**config.mk**
```make
export PLATFORM = sky130hd
export DESIGN_NAME = microseq
export DESIGN_NICKNAME = d
export VERILOG_FILES = /design/src/rtl/microseq_pkg.sv /design/src/rtl/microseq_store.sv /design/src/rtl/microseq_branch.sv /design/src/rtl/microseq_next.sv /design/src/rtl/microseq.sv
export SDC_FILE = /design/constraint.sdc
export NUM_CORES = 1
export LEC_CHECK = 0
export ABC_AREA = 1
export BUFFER_PORTS_ARGS = -buffer_cell sky130_fd_sc_hd__buf_2
export CAP_MARGIN = 30
export CORE_ASPECT_RATIO = 0.75
export CORE_UTILIZATION = 54
export CTS_CLUSTER_SIZE = 16
export DETAILED_ROUTE_END_ITERATION = 7
export PLACE_DENSITY = 0.8
export SLEW_MARGIN = 20
export SYNTH_ARGS = -nofsm -noshare
export SYNTH_HDL_FRONTEND = slang
export SYNTH_SLANG_ARGS = --single-unit
```
**constraint.sdc**
```tcl
create_clock -name clk -period 3 [get_ports clk]
set_input_delay 0.15 -clock clk [delete_from_list [all_inputs] [get_ports clk]]
set_output_delay 0.15 -clock clk [all_outputs]
set_load 0.005 [all_outputs]
```
**src/rtl/microseq_pkg.sv**
```systemverilog
package microseq_pkg;
    localparam int COND_W = 2;
    localparam int SEL_W  = 2;

    typedef enum logic [SEL_W-1:0] {
        SEL_NEVER  = 2'd0,
        SEL_ALWAYS = 2'd1,
        SEL_FLAG0  = 2'd2,
        SEL_FLAG1  = 2'd3
    } cond_sel_e;

    typedef enum logic {
        ST_FILL = 1'b0,
        ST_RUN  = 1'b1
    } seq_state_e;
endpackage

```
**src/rtl/microseq_store.sv**
```systemverilog
module microseq_store
    import microseq_pkg::*;
#(
    parameter int AW     = 6,
    parameter int CTRL_W = 8,
    parameter int WORD_W = CTRL_W + SEL_W + AW + 2
) (
    input  logic              clk,
    input  logic [AW-1:0]     raddr,
    output logic [WORD_W-1:0] rdata
);
    localparam int DEPTH      = 1 << AW;
    localparam int QUART      = 1 << (AW - 2);
    localparam int BASE       = QUART;
    localparam int TGT_BASE   = 3 * QUART;
    localparam int STRIDE     = 4;
    localparam int FETCH_LAST = 3;
    localparam int HALF_OPS   = (1 << (AW - 3)) / 2;

    // Build one word of microcode from its address.
    function automatic logic [WORD_W-1:0] make_word(input int a);
        logic [CTRL_W-1:0] c;
        logic [SEL_W-1:0]  s;
        logic [AW-1:0]     t;
        logic              m;
        logic              e;
        int                op;
        c = CTRL_W'(a) ^ CTRL_W'('hA5);
        s = '0;
        t = '0;
        m = 1'b0;
        e = 1'b0;
        if (a == FETCH_LAST) begin
            s = SEL_ALWAYS;
            t = AW'(FETCH_LAST);
        end else if (a >= BASE) begin
            e = ((a % STRIDE) == STRIDE - 1);
            if (a < TGT_BASE && (a % STRIDE) == 1) begin
                op = (a - BASE) / STRIDE;
                s  = SEL_W'(op % 4);
                t  = AW'(TGT_BASE + STRIDE * (op % 4));
                m  = (op < HALF_OPS);
            end
        end
        return {e, m, t, s, c};
    endfunction

    logic [WORD_W-1:0] rom [DEPTH];

    for (genvar i = 0; i < DEPTH; i++) begin : g_word
        assign rom[i] = make_word(i);
    end

    always_ff @(posedge clk) begin
        rdata <= rom[raddr];
    end
endmodule

```
**src/rtl/microseq_branch.sv**
```systemverilog
module microseq_branch
    import microseq_pkg::*;
#(
    parameter int AW = 6
) (
    input  logic [SEL_W-1:0]  sel,
    input  logic [COND_W-1:0] cond_in,
    input  logic [AW-1:0]     target,
    input  logic              modify,
    input  logic              mode_in,
    output logic              taken,
    output logic [AW-1:0]     dest
);
    always_comb begin
        unique case (cond_sel_e'(sel))
            SEL_NEVER:  taken = 1'b0;
            SEL_ALWAYS: taken = 1'b1;
            SEL_FLAG0:  taken = cond_in[0];
            SEL_FLAG1:  taken = cond_in[1];
            default:    taken = 1'b0;
        endcase
        dest = target | {{(AW-1){1'b0}}, modify & mode_in};
    end

    always_comb begin
        if (!modify) assert_nomod_R6: assert (dest == target);
    end
endmodule

```
**src/rtl/microseq_next.sv**
```systemverilog
module microseq_next #(
    parameter int AW   = 6,
    parameter int OP_W = AW - 3
) (
    input  logic [AW-1:0]   fa_q,
    input  logic            ir_load,
    input  logic [OP_W-1:0] opcode,
    input  logic            end_hit,
    input  logic            br_hit,
    input  logic [AW-1:0]   br_dest,
    output logic [AW-1:0]   start_addr,
    output logic [AW-1:0]   fa_d
);
    localparam int BASE   = 1 << (AW - 2);
    localparam int STEP_W = 2;
    localparam logic [AW-1:0] FETCH_START = '0;

    always_comb begin
        start_addr = AW'(BASE) + AW'({opcode, {STEP_W{1'b0}}});
        if (ir_load)      fa_d = start_addr;
        else if (end_hit) fa_d = FETCH_START;
        else if (br_hit)  fa_d = br_dest;
        else              fa_d = fa_q + 1'b1;
    end
endmodule

```
**src/rtl/microseq.sv**
```systemverilog
module microseq
    import microseq_pkg::*;
#(
    parameter int AW     = 6,
    parameter int CTRL_W = 8
) (
    input  logic              clk,
    input  logic              rst_n,
    input  logic              ir_load,
    input  logic [AW-4:0]     opcode,
    input  logic              mode_in,
    input  logic [COND_W-1:0] cond_in,
    output logic              uc_valid,
    output logic [AW-1:0]     upc,
    output logic [CTRL_W-1:0] ctrl
);
    localparam int OP_W    = AW - 3;
    localparam int WORD_W  = CTRL_W + SEL_W + AW + 2;
    localparam int SEL_LO  = CTRL_W;
    localparam int TGT_LO  = CTRL_W + SEL_W;
    localparam int MOD_BIT = CTRL_W + SEL_W + AW;
    localparam int END_BIT = WORD_W - 1;

    seq_state_e        state_q, state_d;
    logic [AW-1:0]     fa_q, fa_d, cur_addr_q, start_addr, br_dest;
    logic [WORD_W-1:0] cur_word;
    logic              taken, end_hit, br_hit, redirect;

    microseq_store #(.AW(AW), .CTRL_W(CTRL_W), .WORD_W(WORD_W)) u_store (
        .clk   (clk),
        .raddr (fa_q),
        .rdata (cur_word)
    );

    microseq_branch #(.AW(AW)) u_branch (
        .sel     (cur_word[SEL_LO +: SEL_W]),
        .cond_in (cond_in),
        .target  (cur_word[TGT_LO +: AW]),
        .modify  (cur_word[MOD_BIT]),
        .mode_in (mode_in),
        .taken   (taken),
        .dest    (br_dest)
    );

    microseq_next #(.AW(AW), .OP_W(OP_W)) u_next (
        .fa_q       (fa_q),
        .ir_load    (ir_load),
        .opcode     (opcode),
        .end_hit    (end_hit),
        .br_hit     (br_hit),
        .br_dest    (br_dest),
        .start_addr (start_addr),
        .fa_d       (fa_d)
    );

    // State register and fetch address
    always_ff @(posedge clk) begin
        if (!rst_n) begin
            state_q    <= ST_FILL;
            fa_q       <= '0;
            cur_addr_q <= '0;
        end else begin
            state_q    <= state_d;
            fa_q       <= fa_d;
            cur_addr_q <= fa_q;
        end
    end

    // Transitions and outputs
    always_comb begin
        end_hit  = 1'b0;
        br_hit   = 1'b0;
        uc_valid = 1'b0;
        unique case (state_q)
            ST_RUN: begin
                uc_valid = 1'b1;
                end_hit  = cur_word[END_BIT];
                br_hit   = taken;
            end
            ST_FILL: begin
                uc_valid = 1'b0;
            end
            default: uc_valid = 1'b0;
        endcase
        redirect = ir_load | end_hit | br_hit;
        state_d  = redirect ? ST_FILL : ST_RUN;
        upc      = cur_addr_q;
        ctrl     = uc_valid ? cur_word[CTRL_W-1:0] : '0;
    end

    assert_step_R2: assert property (@(posedge clk) disable iff (!rst_n)
        (state_q == ST_RUN && !redirect) |=> (uc_valid && upc == $past(upc) + 1'b1));

    assert_bubble_R4: assert property (@(posedge clk) disable iff (!rst_n)
        ir_load |=> !uc_valid);

    assert_start_R4: assert property (@(posedge clk) disable iff (!rst_n)
        ir_load |=> (fa_q == $past(start_addr)));

    assert_branch_R5: assert property (@(posedge clk) disable iff (!rst_n)
        (br_hit && !end_hit && !ir_load) |=> (fa_q == $past(br_dest) && !uc_valid));

    assert_end_R7: assert property (@(posedge clk) disable iff (!rst_n)
        (end_hit && !ir_load) |=> (fa_q == '0 && !uc_valid));
endmodule

```
# Word level (Yosys, flattened, before mapping)
# Memory sizes are Yosys's and may differ from the RTL's. A register that Yosys moved wholly into a read port is not among the register bits.
# Cells that the tools add are included.
# word_totals
ff_bits	13
romBits	1152
in_bits	9
elab_cells	25
mem_count	1
# memory_table
memory	depth	word_bits	rd	rd_ports_with_merged_regs	write_ports	line	source
(name not given)	64	18	1	1	0	microseq_store.sv:55	rdata <= rom[raddr];
# op_classes
add_sub_neg	2
n_eq_ne	3
n_mux	9
bitwise_logic	6
reduce_logical	1
# op_table
cell	count
6-bit 2-to-1 mux	3
8-bit 2-to-1 mux	1
6-bit NOT with 7-bit output	1
5-bit by 5-bit adder with 6-bit output, first input constant	1
6-bit by 1-bit adder with 6-bit output, second input constant	1
6-bit by 1-bit OR with 6-bit output	1
2-bit equality test, second input constant	2
1-bit one-hot mux with 4 select lines	1
1-bit 2-to-1 mux	3
2-bit by 1-bit equality test with 1-bit output, second input constant	1
2-bit zero test	1
1-bit OR	2
1-bit one-hot mux with 2 select lines	1
1-bit AND	1
1-bit NOT	1

# Logic depth before layout (Yosys ltp)
# Gate-level depths: netlist (run 1).
# logic_depth
depth_word	6
mapped_depth	8
ltp_nobuf	8

# Hierarchy
# A second synthesis (run 1) with hierarchy kept.
# hier_totals
hier_cells	167
hier_area_um2	1222.4
# by_module_without_submodules
module	instances	cells_per_inst	area_each_um2	seq_area_each_um2
microseq	1	62	475.5	260.2
microseq_store	1	42	416.6	260.2
microseq_next	1	51	261.5	0.0
microseq_branch	1	12	68.8	0.0

# Least setup slack after synthesis (run 1)
# OpenSTA, ideal clock, no wires.
# synth_timing
path_kind	register to register
start	register fa_q[0]
end	register fa_q[2]
setup_ns	0.070
arrival_time_ns	1.061
setup_slack_ns	1.870
path_stages_with_launch	6
n_path_buf	0
period_less_slack_ns	1.130
cell_sequence	dfxtp_1 ha_1 ha_1 nand2_1 nand3b_1 a21oi_1
# synth_via
elab_chain_len	4
# synth_lines
item	line	source
start, declared	microseq.sv:25	logic [AW-1:0] fa_q, fa_d, cur_addr_q, start_addr, br_dest;
start signal, assigned	microseq.sv:60	fa_q <= '0;
start signal, assigned	microseq.sv:64	fa_q <= fa_d;
6-bit by 1-bit adder with 6-bit output	microseq_next.sv:23	else fa_d = fa_q + 1'b1;
6-bit 2-to-1 mux	microseq_next.sv:22	else if (br_hit) fa_d = br_dest;
6-bit 2-to-1 mux	microseq_next.sv:21	else if (end_hit) fa_d = FETCH_START;
6-bit 2-to-1 mux	microseq_next.sv:20	if (ir_load) fa_d = start_addr;
# Every way passes these cells.
# A chain may end at the register's enable or synchronous reset.

# Worst setup path after layout (run 1)
# layout_timing
start	register state_q
end	output ctrl[0]
# layout_via
elab_chain_len	3
# layout_lines
item	line	source
start, declared	microseq.sv:24	seq_state_e state_q, state_d;
start signal, assigned	microseq.sv:63	state_q <= state_d;
1-bit NOT	microseq.sv:74	unique case (state_q)
1-bit one-hot mux with 2 select lines (*)	microseq.sv:74	
8-bit 2-to-1 mux (*)	microseq.sv:88	ctrl = uc_valid ? cur_word[CTRL_W-1:0] : '0;
end, declared	microseq.sv:15	output logic [CTRL_W-1:0] ctrl
# Every way passes the cells marked *; elsewhere a longest branch is shown, timed or not.

==> qor.txt, run 1 <==
YOSYS
---------------------------------------------------------------------------------------
Cell area after synthesis                                                    1010 sq um
Cells after Synth                                                                   130
Mean instance size in the synthesized netlist                                7.80 sq um
Count of yosys warnings during synthesis                                              0
Nets in the synthesized netlist                                                     142
Proportion of synthesized chip area in sequential cells                           51.4%
Synth unique cells                                                                   19
Total of flip-flops plus latches after synthesis                                     26

MIN PATH
---------------------------------------------------------------------------------------
Worst min-delay path category                                              primary input to flip-flop
Worst hold path startpoint                                                      mode_in

CRITICAL PATH
---------------------------------------------------------------------------------------
Critical path required time                                                     2850 ps
Kind of end point of the critical path                                     primary output
Startpoint of the lowest-slack register-to-register path                   fa_q[0]$_SDFF_PP0_
Critical-path cell list                                                    nand2_1 -> inv_1 -> buf_2
Launching element of the worst setup path                                  state_q$_SDFF_PN0_
Cell at the slowest stage of the critical path                             sky130_fd_sc_hd__dfxtp_1
Worst-path fanout max                                                                13
Number of buffers and inverters on the critical path                                  2
Largest delay share family, worst path                                       flip-flops
Arrival time worst endpoint                                                     1170 ps
Startpoint kind of the worst setup timing path                                flip-flop
Worst Path Class, Setup                                                    flip-flop to primary output
Stage delay of the slowest cell on the critical path                             590 ps

PLACE
---------------------------------------------------------------------------------------
Half-perimeter wire length after detailed placement                             1.38 mm
PortBufs                                                                             22
Post-Place Cell Area                                                         1120 sq um
Global placement routability congestion                                           0.856

PWR
---------------------------------------------------------------------------------------
Sequential cell fraction of total power                                           66.6%
Post-layout total power                                                          560 uW
Leakage dissipation                                                         0.000660 uW
Int Power                                                                        427 uW
Switching fraction of total power                                                 23.8%
Net load switching power                                                         133 uW
Clk pwr share                                                                     25.2%
Power Density                                                               489 nW/um^2
Proportion of power drawn by combinational gates                                   8.2%
Worst ir drop on vdd                                                           0.383 mV

FLOORPLANNING
---------------------------------------------------------------------------------------
Std-Cell Rows                                                                        13
Starting Density                                                                  58.2%
Area of the core                                                             1740 sq um
Die area                                                                     2060 sq um
Number of primary I/O pins                                                           24
Die Y                                                                           39.5 um
Die X-Extent                                                                    52.0 um

CTS
---------------------------------------------------------------------------------------
Clk Tree Root Cell                                                         sky130_fd_sc_hd__clkbuf_4
Clock sink total                                                                     26
Register clock-pin slew on the reported worst setup and hold paths               120 ps
Clock H-tree levels                                                                   1
Number of hold buffers added after cts                                                0
Clock latency at the later pin of the worst-skew pair                            320 ps
Number of gates resized after cts                                                     0
Total clock buffers created by CTS                                                    3
Count of buffers added by post-CTS timing repair for setup                            0
CTS tree                                                                            yes
Buffers from clock root to sink, at most                                              2

FINAL LAYOUT
---------------------------------------------------------------------------------------
Final non-filler cell area                                                   1140 sq um
Relative area change from synthesis to final layout                               12.8%
Final layout net count                                                              165
Total inserted antenna cells                                                          0
Share of layout cells above drive strength 1                                      20.5%

TIMING
---------------------------------------------------------------------------------------
Final period utilization                                                          44.1%
Max Freq                                                                      0.755 GHz
Final-report max-slew violation count                                                 0
RSZ-0062 raised after global routing                                                 no
Total negative slack for setup checks                                              0 ps
Setup Viol. Count Final                                                               0
Count of endpoints failing hold in the final timing report                            0
Clock period minus worst slack                                                  1320 ps
Worst Skew                                                                      2.43 ps

GRT
---------------------------------------------------------------------------------------
Global-route wire length before repair                                          2.97 mm
Total congestion overflow after global routing                                        0
Number of global-route vias before repair                                           687
All-Layer GR Usage                                                                22.3%
Pin count of the biggest net entering global routing                                 14
Antenna violations before repair                                                      0

OUTCOME
---------------------------------------------------------------------------------------
Outcome                                                                    finished, final reports clean

DRT
---------------------------------------------------------------------------------------
First-pass detailed-route iteration total                                             5
Detail Route Antenna Nets                                                             0
Number of design rule violations left after detail routing                            0
Total wire length after detailed routing                                        1.83 mm
Number of violations reported at the end of detailed-routing iteration 0             17
Via density per instance                                                           4.79
Via total after detailed routing                                                    828
Average wire length per cell after detail routing                               10.6 um

RUN
---------------------------------------------------------------------------------------
Max-capacitance violation count                                                       0

flip-flops by register name, summed over array words and instances (netlist names):
register / count
fa_q: 6
state_q: 1
u_store.rdata: 13
upc: 6
stage by stage:
stage	utilization, %	std cells	setup slack, ps	hold WS [ps]
after global placement	64.4	170	1750	400
final	65.7	173	1680	54.9
after CTS	65.7	173	1660	54.7
after global routing	65.7	173	1560	64.1
after detailed placement	64.4	170	1720	403
after floorplan	-	130	1870	286
power by group through the flow:
stage                     clock network [uW]  logic, uW  registers (uW)
final                                    141       46.1             373
after global routing                     159       53.9             375
after CTS                                145       46.3             373
after detailed placement                   0       46.1             381
after global placement                     0       44.4             380
after floorplan                            0       32.3             376
worst min-delay path, stage by stage:
cell and delay [ps]:
sky130_fd_sc_hd__buf_2 100, sky130_fd_sc_hd__nand2_1 40, sky130_fd_sc_hd__a21oi_1 50
placed cells by master (no fill, tap or decap), types with 4 or more instances in the layout:
| cell | instances |
|---|---|
| sky130_fd_sc_hd__dfxtp_1 | 26 |
| sky130_fd_sc_hd__buf_2 | 22 |
| sky130_fd_sc_hd__nand2_1 | 37 |
| sky130_fd_sc_hd__a21oi_1 | 4 |
| sky130_fd_sc_hd__inv_1 | 26 |
| sky130_fd_sc_hd__nor2_1 | 8 |
| sky130_fd_sc_hd__nand3_1 | 5 |
cell usage after synthesis:
library cell / count / area share (%)
sky130_fd_sc_hd__a21oi_1: 4 / 2.0
sky130_fd_sc_hd__nand3_1: 5 / 2.5
sky130_fd_sc_hd__xor2_1: 2 / 1.7
sky130_fd_sc_hd__nand4_1: 3 / 1.9
sky130_fd_sc_hd__nand3b_1: 2 / 1.5
sky130_fd_sc_hd__o21a_1: 1 / 0.74
sky130_fd_sc_hd__nand2_1: 37 / 14
sky130_fd_sc_hd__nor2_2: 1 / 0.62
sky130_fd_sc_hd__o22ai_1: 1 / 0.62
sky130_fd_sc_hd__a211oi_1: 1 / 0.74
sky130_fd_sc_hd__conb_1: 1 / 0.37
sky130_fd_sc_hd__inv_2: 3 / 1.1
sky130_fd_sc_hd__buf_4: 4 / 3.0
sky130_fd_sc_hd__nor3_2: 1 / 0.99
sky130_fd_sc_hd__ha_1: 3 / 3.7
sky130_fd_sc_hd__dfxtp_1: 26 / 51
sky130_fd_sc_hd__nand3_2: 1 / 0.99
sky130_fd_sc_hd__nor2_1: 8 / 3.0
sky130_fd_sc_hd__inv_1: 26 / 9.6
cells by family after synthesis:
logic type | synth area share, %
xor+xnor | 1.73
other cells | 0.370
compound gates | 4.08
simple gates | 25.1
buf+inv | 13.7
flops | 51.4
fa+ha+maj | 3.70
path summary, 6_finish.rpt:
path                            cells past startpoint  slack, ps                        to
worst max-delay path                                3       1680                   ctrl[0]
worst min-delay path                                3         50        fa_q[0]$_SDFF_PP0_
worst max register to register                      5       1690        fa_q[2]$_SDFF_PN0_
worst min register to register                      0        420  u_store.rdata[1]$_DFF_P_
layer usage:
metal / GRT usage (%) / vias to the layer above / wire, um
li1: - / 428 / -
met4: 16.2 / 0 / 48
met3: 8.14 / 5 / 137
met5: 0 / - / 0
met2: 34.9 / 28 / 794
met1: 25.2 / 367 / 847
layout make-up:
cell class	count	area, sq um
repair buffers	22	110
inverters	29	109
well taps	22	27.5
clock buffers	3	22.5
multi-input cells	71	354
fillers	154	597
flip-flops and latches	26	520
Note: power is estimated with default switching activity, not from simulation.
==> run 2, diff against run 1 <==
CORE_UTILIZATION = 46   (was 54)
PLACE_DENSITY = 0.73   (was 0.8)
clock period = 1.2 ns   (was 3 ns; I/O delays follow)
==> run 2 against run 1 <==
  * Design area grew 17%
  * Clock power grew to 4.3 times the previous value
  * Largest power group unchanged
  * Global-route usage is 3.1 points lower
  * Via count rose by 8.7%
==> qor.txt, run 2 (same netlist as run 1, synthesis figures left out) <==
GRT
---------------------------------------------------------------------------------------
Antenna violations before repair                                                      0
Global-route wire length before repair                                          3.39 mm
Number of global-route vias before repair                                           780
All-Layer GR Usage                                                                19.1%
Pin count of the biggest net entering global routing                                 16
Total congestion overflow after global routing                                        0

CRITICAL PATH
---------------------------------------------------------------------------------------
Critical path required time                                                     1480 ps
Worst Path Class, Setup                                                    primary input to flip-flop
Last element of the critical path                                          fa_q[3]$_SDFF_PN0_
Kind of end point of the critical path                                        flip-flop
Worst reg2reg setup slack                                                         50 ps
Critical-path cell list                                                    dlygate4sd3_1 -> buf_4 -> nand2_1 -> dlygate4sd3_1 -> a21oi_2
Worst-path fanout max                                                                 5
Cell at the slowest stage of the critical path                             sky130_fd_sc_hd__dlygate4sd3_1
FF-to-FF End                                                               fa_q[5]$_SDFF_PN0_
Most frequent cell on the critical path                                    sky130_fd_sc_hd__dlygate4sd3_1
Launching element of the worst setup path                                       ir_load
Arrival time worst endpoint                                                     1460 ps
Startpoint kind of the worst setup timing path                             primary input
Stage delay of the slowest cell on the critical path                             560 ps
Logic depth of the worst register-to-register path                                    5
Startpoint of the lowest-slack register-to-register path                   fa_q[3]$_SDFF_PN0_

FINAL LAYOUT
---------------------------------------------------------------------------------------
Most common library cell in the layout ignoring fill and taps              sky130_fd_sc_hd__nand2_1
Post-Layout Cell Count                                                              188
Final layout net count                                                              177
Register with the most flip-flops                                          u_store.rdata
Final non-filler cell area                                                   1340 sq um
Number of flip-flops under the largest register name                                 13
Share of layout cells above drive strength 1                                      28.7%
Highest-count cells in the layout ignoring fill and taps                   37 x sky130_fd_sc_hd__nand2_1, 26 x sky130_fd_sc_hd__inv_1, 22 x sky130_fd_sc_hd__dfxtp_1
Total inserted antenna cells                                                          0
Relative area change from synthesis to final layout                               32.1%

CTS
---------------------------------------------------------------------------------------
Total clock buffers created by CTS                                                    3
Buffers from clock root to sink, at most                                              2
Clock sink total                                                                     26
Clock latency at the later pin of the worst-skew pair                            330 ps
Register clock-pin slew on the reported worst setup and hold paths               140 ps
Clk Tree Root Cell                                                         sky130_fd_sc_hd__clkbuf_4
CTS tree                                                                            yes
Clock H-tree levels                                                                   1

FLOORPLANNING
---------------------------------------------------------------------------------------
Starting Density                                                                  49.5%
Number of primary I/O pins                                                           24
Area of the core                                                             2050 sq um
Die X-Extent                                                                    56.2 um
Die Y                                                                           42.7 um
Std-Cell Rows                                                                        14
Die area                                                                     2400 sq um

DRT
---------------------------------------------------------------------------------------
Total wire length after detailed routing                                        2.26 mm
Via total after detailed routing                                                    900
Average wire length per cell after detail routing                               12.0 um
Detail Route Antenna Nets                                                             0
First-pass detailed-route iteration total                                             4
Number of violations reported at the end of detailed-routing iteration 0             19
Via density per instance                                                           4.79
Number of design rule violations left after detail routing                            0

MIN PATH
---------------------------------------------------------------------------------------
Worst min-delay path category                                              primary input to flip-flop
Worst hold stages                                                                     3

PLACE
---------------------------------------------------------------------------------------
Half-perimeter wire length after detailed placement                             1.55 mm
Post-Place Cell Area                                                         1150 sq um
PortBufs                                                                             22
Global placement routability congestion                                           0.854
Instance count after placement with tap cells included                              176

OUTCOME
---------------------------------------------------------------------------------------
Outcome                                                                    finished, final reports clean

TIMING
---------------------------------------------------------------------------------------
Max Freq                                                                      0.850 GHz
Final period utilization                                                          98.1%
Final-report max-slew violation count                                                 0
Clock period minus worst slack                                                  1180 ps
Setup Viol. Count Final                                                               0
Worst Skew                                                                      9.79 ps
Count of endpoints failing hold in the final timing report                            0
Minimum hold slack                                                              12.6 ps

PWR
---------------------------------------------------------------------------------------
Sequential cell fraction of total power                                           54.9%
Net load switching power                                                         378 uW
Leakage dissipation                                                         0.000732 uW
Power Density                                                              1270 nW/um^2
Switching fraction of total power                                                 22.3%
Int Power                                                                       1320 uW
Clk pwr share                                                                     35.6%
Worst ir drop on vdd                                                           0.839 mV
Proportion of power drawn by combinational gates                                   9.6%

RUN
---------------------------------------------------------------------------------------
Max-capacitance violation count                                                       0

[run 2: worst min path at each step]
stage | start | endpoint | slack [ps]
after floorplan | mode_in | fa_q[0]$_SDFF_PP0_ | 200
after global placement | opcode[1] | fa_q[3]$_SDFF_PN0_ | 320
after detailed placement | opcode[2] | fa_q[4]$_SDFF_PN0_ | 320
after CTS | rst_n | upc[0]$_SDFF_PN0_ | 10
after global routing | rst_n | upc[0]$_SDFF_PN0_ | 3
final | rst_n | upc[0]$_SDFF_PN0_ | 10
[run 2: final cells by class]
| cell class | instances | area (sq um) |
|---|---|---|
| fill | 174 | 711 |
| tap | 24 | 30.0 |
| clock inverter | 1 | 30.0 |
| clock buffer | 3 | 22.5 |
| inverter | 29 | 109 |
| multi-input combinational | 71 | 392 |
| timing repair buffer | 34 | 225 |
| sequential | 26 | 531 |
[run 2: repair_timing]
action,CTS,global route
hold endpoints to repair,4,0
hold buffers,6,0
gates resized for setup,1,14
pin swaps,0,3
buffers inserted,0,3
endpoints found under the setup margin,6,10
[run 2: per-layer routing]
layer	share of wire [%]	vias to the layer above	wire length, um	track usage (%)
met5	0	-	0	0
met4	1.5	0	34	7.80
met3	7.1	4	160	7.62
met2	47	40	1070	30.0
met1	44	404	996	23.6
li1	-	452	-	-
[run 2: critical path, delay by kind of cell]
| family | cells | cell delay [ps] |
|---|---|---|
| AOI/OAI and AO/OA | 1 | 140 |
| buffers and inverters | 3 | 1220 |
| and+or+nand+nor | 1 | 40 |
[run 2: power groups by stage]
stage	registers, uW	logic [uW]	clock network (uW)
finish	930	162	603
global route	934	182	657
CTS	925	148	612
detailed placement	943	133	0
global placement	941	129	0
floorplan	940	80.8	0
[run 2: metrics by stage]
step           setup TNS [ps]  util [%]  worst slack, ps  power [uW]
6_report                    0      65.3             23.0        1690
5_1_grt                 -8.17      65.3            -6.47        1770
4_1_cts                     0      61.8             19.9        1690
3_5_place_dp                0      56.3             58.2        1080
3_3_place_gp                0      56.3             94.7        1070
2_1_floorplan               0         -             69.6        1020
==> run 3, diff against run 2 <==
CORE_UTILIZATION = 51   (was 46)
PLACE_DENSITY = 0.76   (was 0.73)
clock period = 1.3 ns   (was 1.2 ns; I/O delays follow)
==> run 3 against run 2 <==
  * Setup slack better by 64 ps
  * Highest routed layer is now met3
  * Non-clock buffer count is 6 lower
  * Design area is 9.1% lower
  * Core utilization is 2.1 points higher
  * First-iteration DRC count is 11% lower
  * Critical path type is now flip-flop to flip-flop
  * Flip-flop and latch count stayed put
  * Global-route usage is 2.2 points higher
==> qor.txt, run 3 (same netlist as run 1, synthesis figures left out) <==
GRT
---------------------------------------------------------------------------------------
Number of global-route vias before repair                                           671
Global-route wire length before repair                                          3.10 mm
Pin count of the biggest net entering global routing                                 15
All-Layer GR Usage                                                                21.3%
Total congestion overflow after global routing                                        0
Antenna violations before repair                                                      0

DRT
---------------------------------------------------------------------------------------
Number of violations reported at the end of detailed-routing iteration 0             17
Average wire length per cell after detail routing                               10.7 um
Detail Route Antenna Nets                                                             0
Number of design rule violations left after detail routing                            0
Total wire length after detailed routing                                        1.93 mm
Via density per instance                                                           4.61
Via total after detailed routing                                                    830
First-pass detailed-route iteration total                                             4

CRITICAL PATH
---------------------------------------------------------------------------------------
Worst-path fanout max                                                                 5
Worst reg2reg setup slack                                                         90 ps
Startpoint of the lowest-slack register-to-register path                   fa_q[0]$_SDFF_PP0_
Startpoint kind of the worst setup timing path                                flip-flop
Logic depth of the worst register-to-register path                                    6
Most frequent cell on the critical path                                    sky130_fd_sc_hd__nand2_1
Arrival time worst endpoint                                                     1490 ps
Cell at the slowest stage of the critical path                             sky130_fd_sc_hd__dfxtp_1
Critical-path cell list                                                    buf_4 -> nand3_1 -> nor3_2 -> xor2_1 -> nand2_1 -> nand2_1
Stage delay of the slowest cell on the critical path                             380 ps
FF-to-FF End                                                               fa_q[5]$_SDFF_PN0_
Critical path required time                                                     1580 ps
Kind of end point of the critical path                                        flip-flop
Worst Path Class, Setup                                                    flip-flop to flip-flop

TIMING
---------------------------------------------------------------------------------------
Final period utilization                                                          93.3%
Worst Skew                                                                      13.4 ps
Count of endpoints failing hold in the final timing report                            0
Max Freq                                                                      0.824 GHz
RSZ-0062 raised after global routing                                                 no
Setup Viol. Count Final                                                               0
Clock period minus worst slack                                                  1210 ps
Final-report max-slew violation count                                                 0
Total negative slack for setup checks                                              0 ps

CTS
---------------------------------------------------------------------------------------
Count of buffers added by post-CTS timing repair for setup                            0
CTS tree                                                                            yes
Total clock buffers created by CTS                                                    3
Clock H-tree levels                                                                   1
Register clock-pin slew on the reported worst setup and hold paths               140 ps
Buffers from clock root to sink, at most                                              2
Clk Tree Root Cell                                                         sky130_fd_sc_hd__clkbuf_4
Clock latency at the later pin of the worst-skew pair                            320 ps
Clock sink total                                                                     26

FINAL LAYOUT
---------------------------------------------------------------------------------------
Register with the most flip-flops                                          u_store.rdata
Total inserted antenna cells                                                          0
Most common library cell in the layout ignoring fill and taps              sky130_fd_sc_hd__nand2_1
Highest-count cells in the layout ignoring fill and taps                   37 x sky130_fd_sc_hd__nand2_1, 26 x sky130_fd_sc_hd__inv_1, 24 x sky130_fd_sc_hd__dfxtp_1
Final layout net count                                                              171
Share of layout cells above drive strength 1                                      23.4%
Number of flip-flops under the largest register name                                 13
Relative area change from synthesis to final layout                               20.1%
Fillcell total                                                                      159

FLOORPLANNING
---------------------------------------------------------------------------------------
Number of primary I/O pins                                                           24
Area of the core                                                             1810 sq um
Die area                                                                     2170 sq um
Std-Cell Rows                                                                        13
Starting Density                                                                  56.1%
Die Y                                                                           40.6 um
Die X-Extent                                                                    53.5 um

PLACE
---------------------------------------------------------------------------------------
Global placement routability congestion                                           0.861
PortBufs                                                                             22
Half-perimeter wire length after detailed placement                             1.50 mm

MIN PATH
---------------------------------------------------------------------------------------
Endpoint, Worst Hold                                                       fa_q[3]$_SDFF_PN0_
Worst hold path startpoint                                                      ir_load
Worst min-delay path category                                              primary input to flip-flop
Worst hold stages                                                                     3

PWR
---------------------------------------------------------------------------------------
Power Density                                                              1130 nW/um^2
Post-layout total power                                                         1380 uW
Worst ir drop on vdd                                                           0.935 mV
Leakage dissipation                                                         0.000693 uW

RUN
---------------------------------------------------------------------------------------
Max-capacitance violation count                                                       0

OUTCOME
---------------------------------------------------------------------------------------
Outcome                                                                    finished, final reports clean

-- run 3: critical path: cells and delay by family, from the launching register on --
kind                      cells  cell delay [ps]
xor gates and xnor gates      1              160
buffers and inverters         1              150
DFF                           1              380
and+or+nand+nor               4              480
-- run 3: worst max path at each step --
stage	to	slack, ps	from	depth (start not counted)
after floorplan	fa_q[2]$_SDFF_PN0_	170	fa_q[0]$_SDFF_PP0_	5
after global placement	fa_q[2]$_SDFF_PN0_	170	fa_q[1]$_SDFF_PP0_	5
after detailed placement	fa_q[2]$_SDFF_PN0_	90	fa_q[1]$_SDFF_PP0_	5
after CTS	ctrl[5]	40	state_q$_SDFF_PN0_	4
after global routing	fa_q[5]$_SDFF_PN0_	40	fa_q[0]$_SDFF_PP0_	6
final	fa_q[5]$_SDFF_PN0_	90	fa_q[0]$_SDFF_PP0_	6
-- run 3: power by group --
part | internal [uW] | total, uW | switching (uW)
logic | 58.5 | 125 | 66.0
registers | 830 | 857 | 26.2
clock network | 171 | 396 | 225
total | 1060 | 1380 | 317
-- run 3: timing repair --
action | CTS | global route
resized for setup | 0 | 3
endpoints found under the hold margin | 4 | 0
hold buffers | 4 | 0
endpoints found under the setup margin | 0 | 8
-- run 3: cell type report --
| cell class | count | area [sq um] | share of cell area [%] |
|---|---|---|---|
| sequential | 26 | 523 | 43.0 |
| multi-input combinational | 71 | 357 | 29.3 |
| timing repair buffer | 28 | 165 | 13.6 |
| inverter | 29 | 109 | 8.94 |
| clock buffer | 4 | 36.3 | 2.98 |
| tap | 22 | 27.5 | 2.26 |
-- run 3: stage by stage --
step | std cells | hold slack, ps | setup slack (ps) | util [%] | instance area, sq um
floorplan | 130 | 201 | 170 | - | 1010
global placement | 172 | 322 | 173 | 62.9 | 1140
detailed placement | 172 | 327 | 91.1 | 62.9 | 1140
CTS | 180 | 18.4 | 44.8 | 67.2 | 1210
global route | 180 | 15.4 | 37.7 | 67.4 | 1220
finish | 180 | 14.6 | 86.9 | 67.4 | 1220
-- run 3: per-layer routing --
layer  GRT usage, %  wire [um]  vias up
met2           32.5        830       28
met4           3.29          0        0
met1           28.9        983      362
met3           8.33        111        0
met5              0          0        -
li1               -          -      440
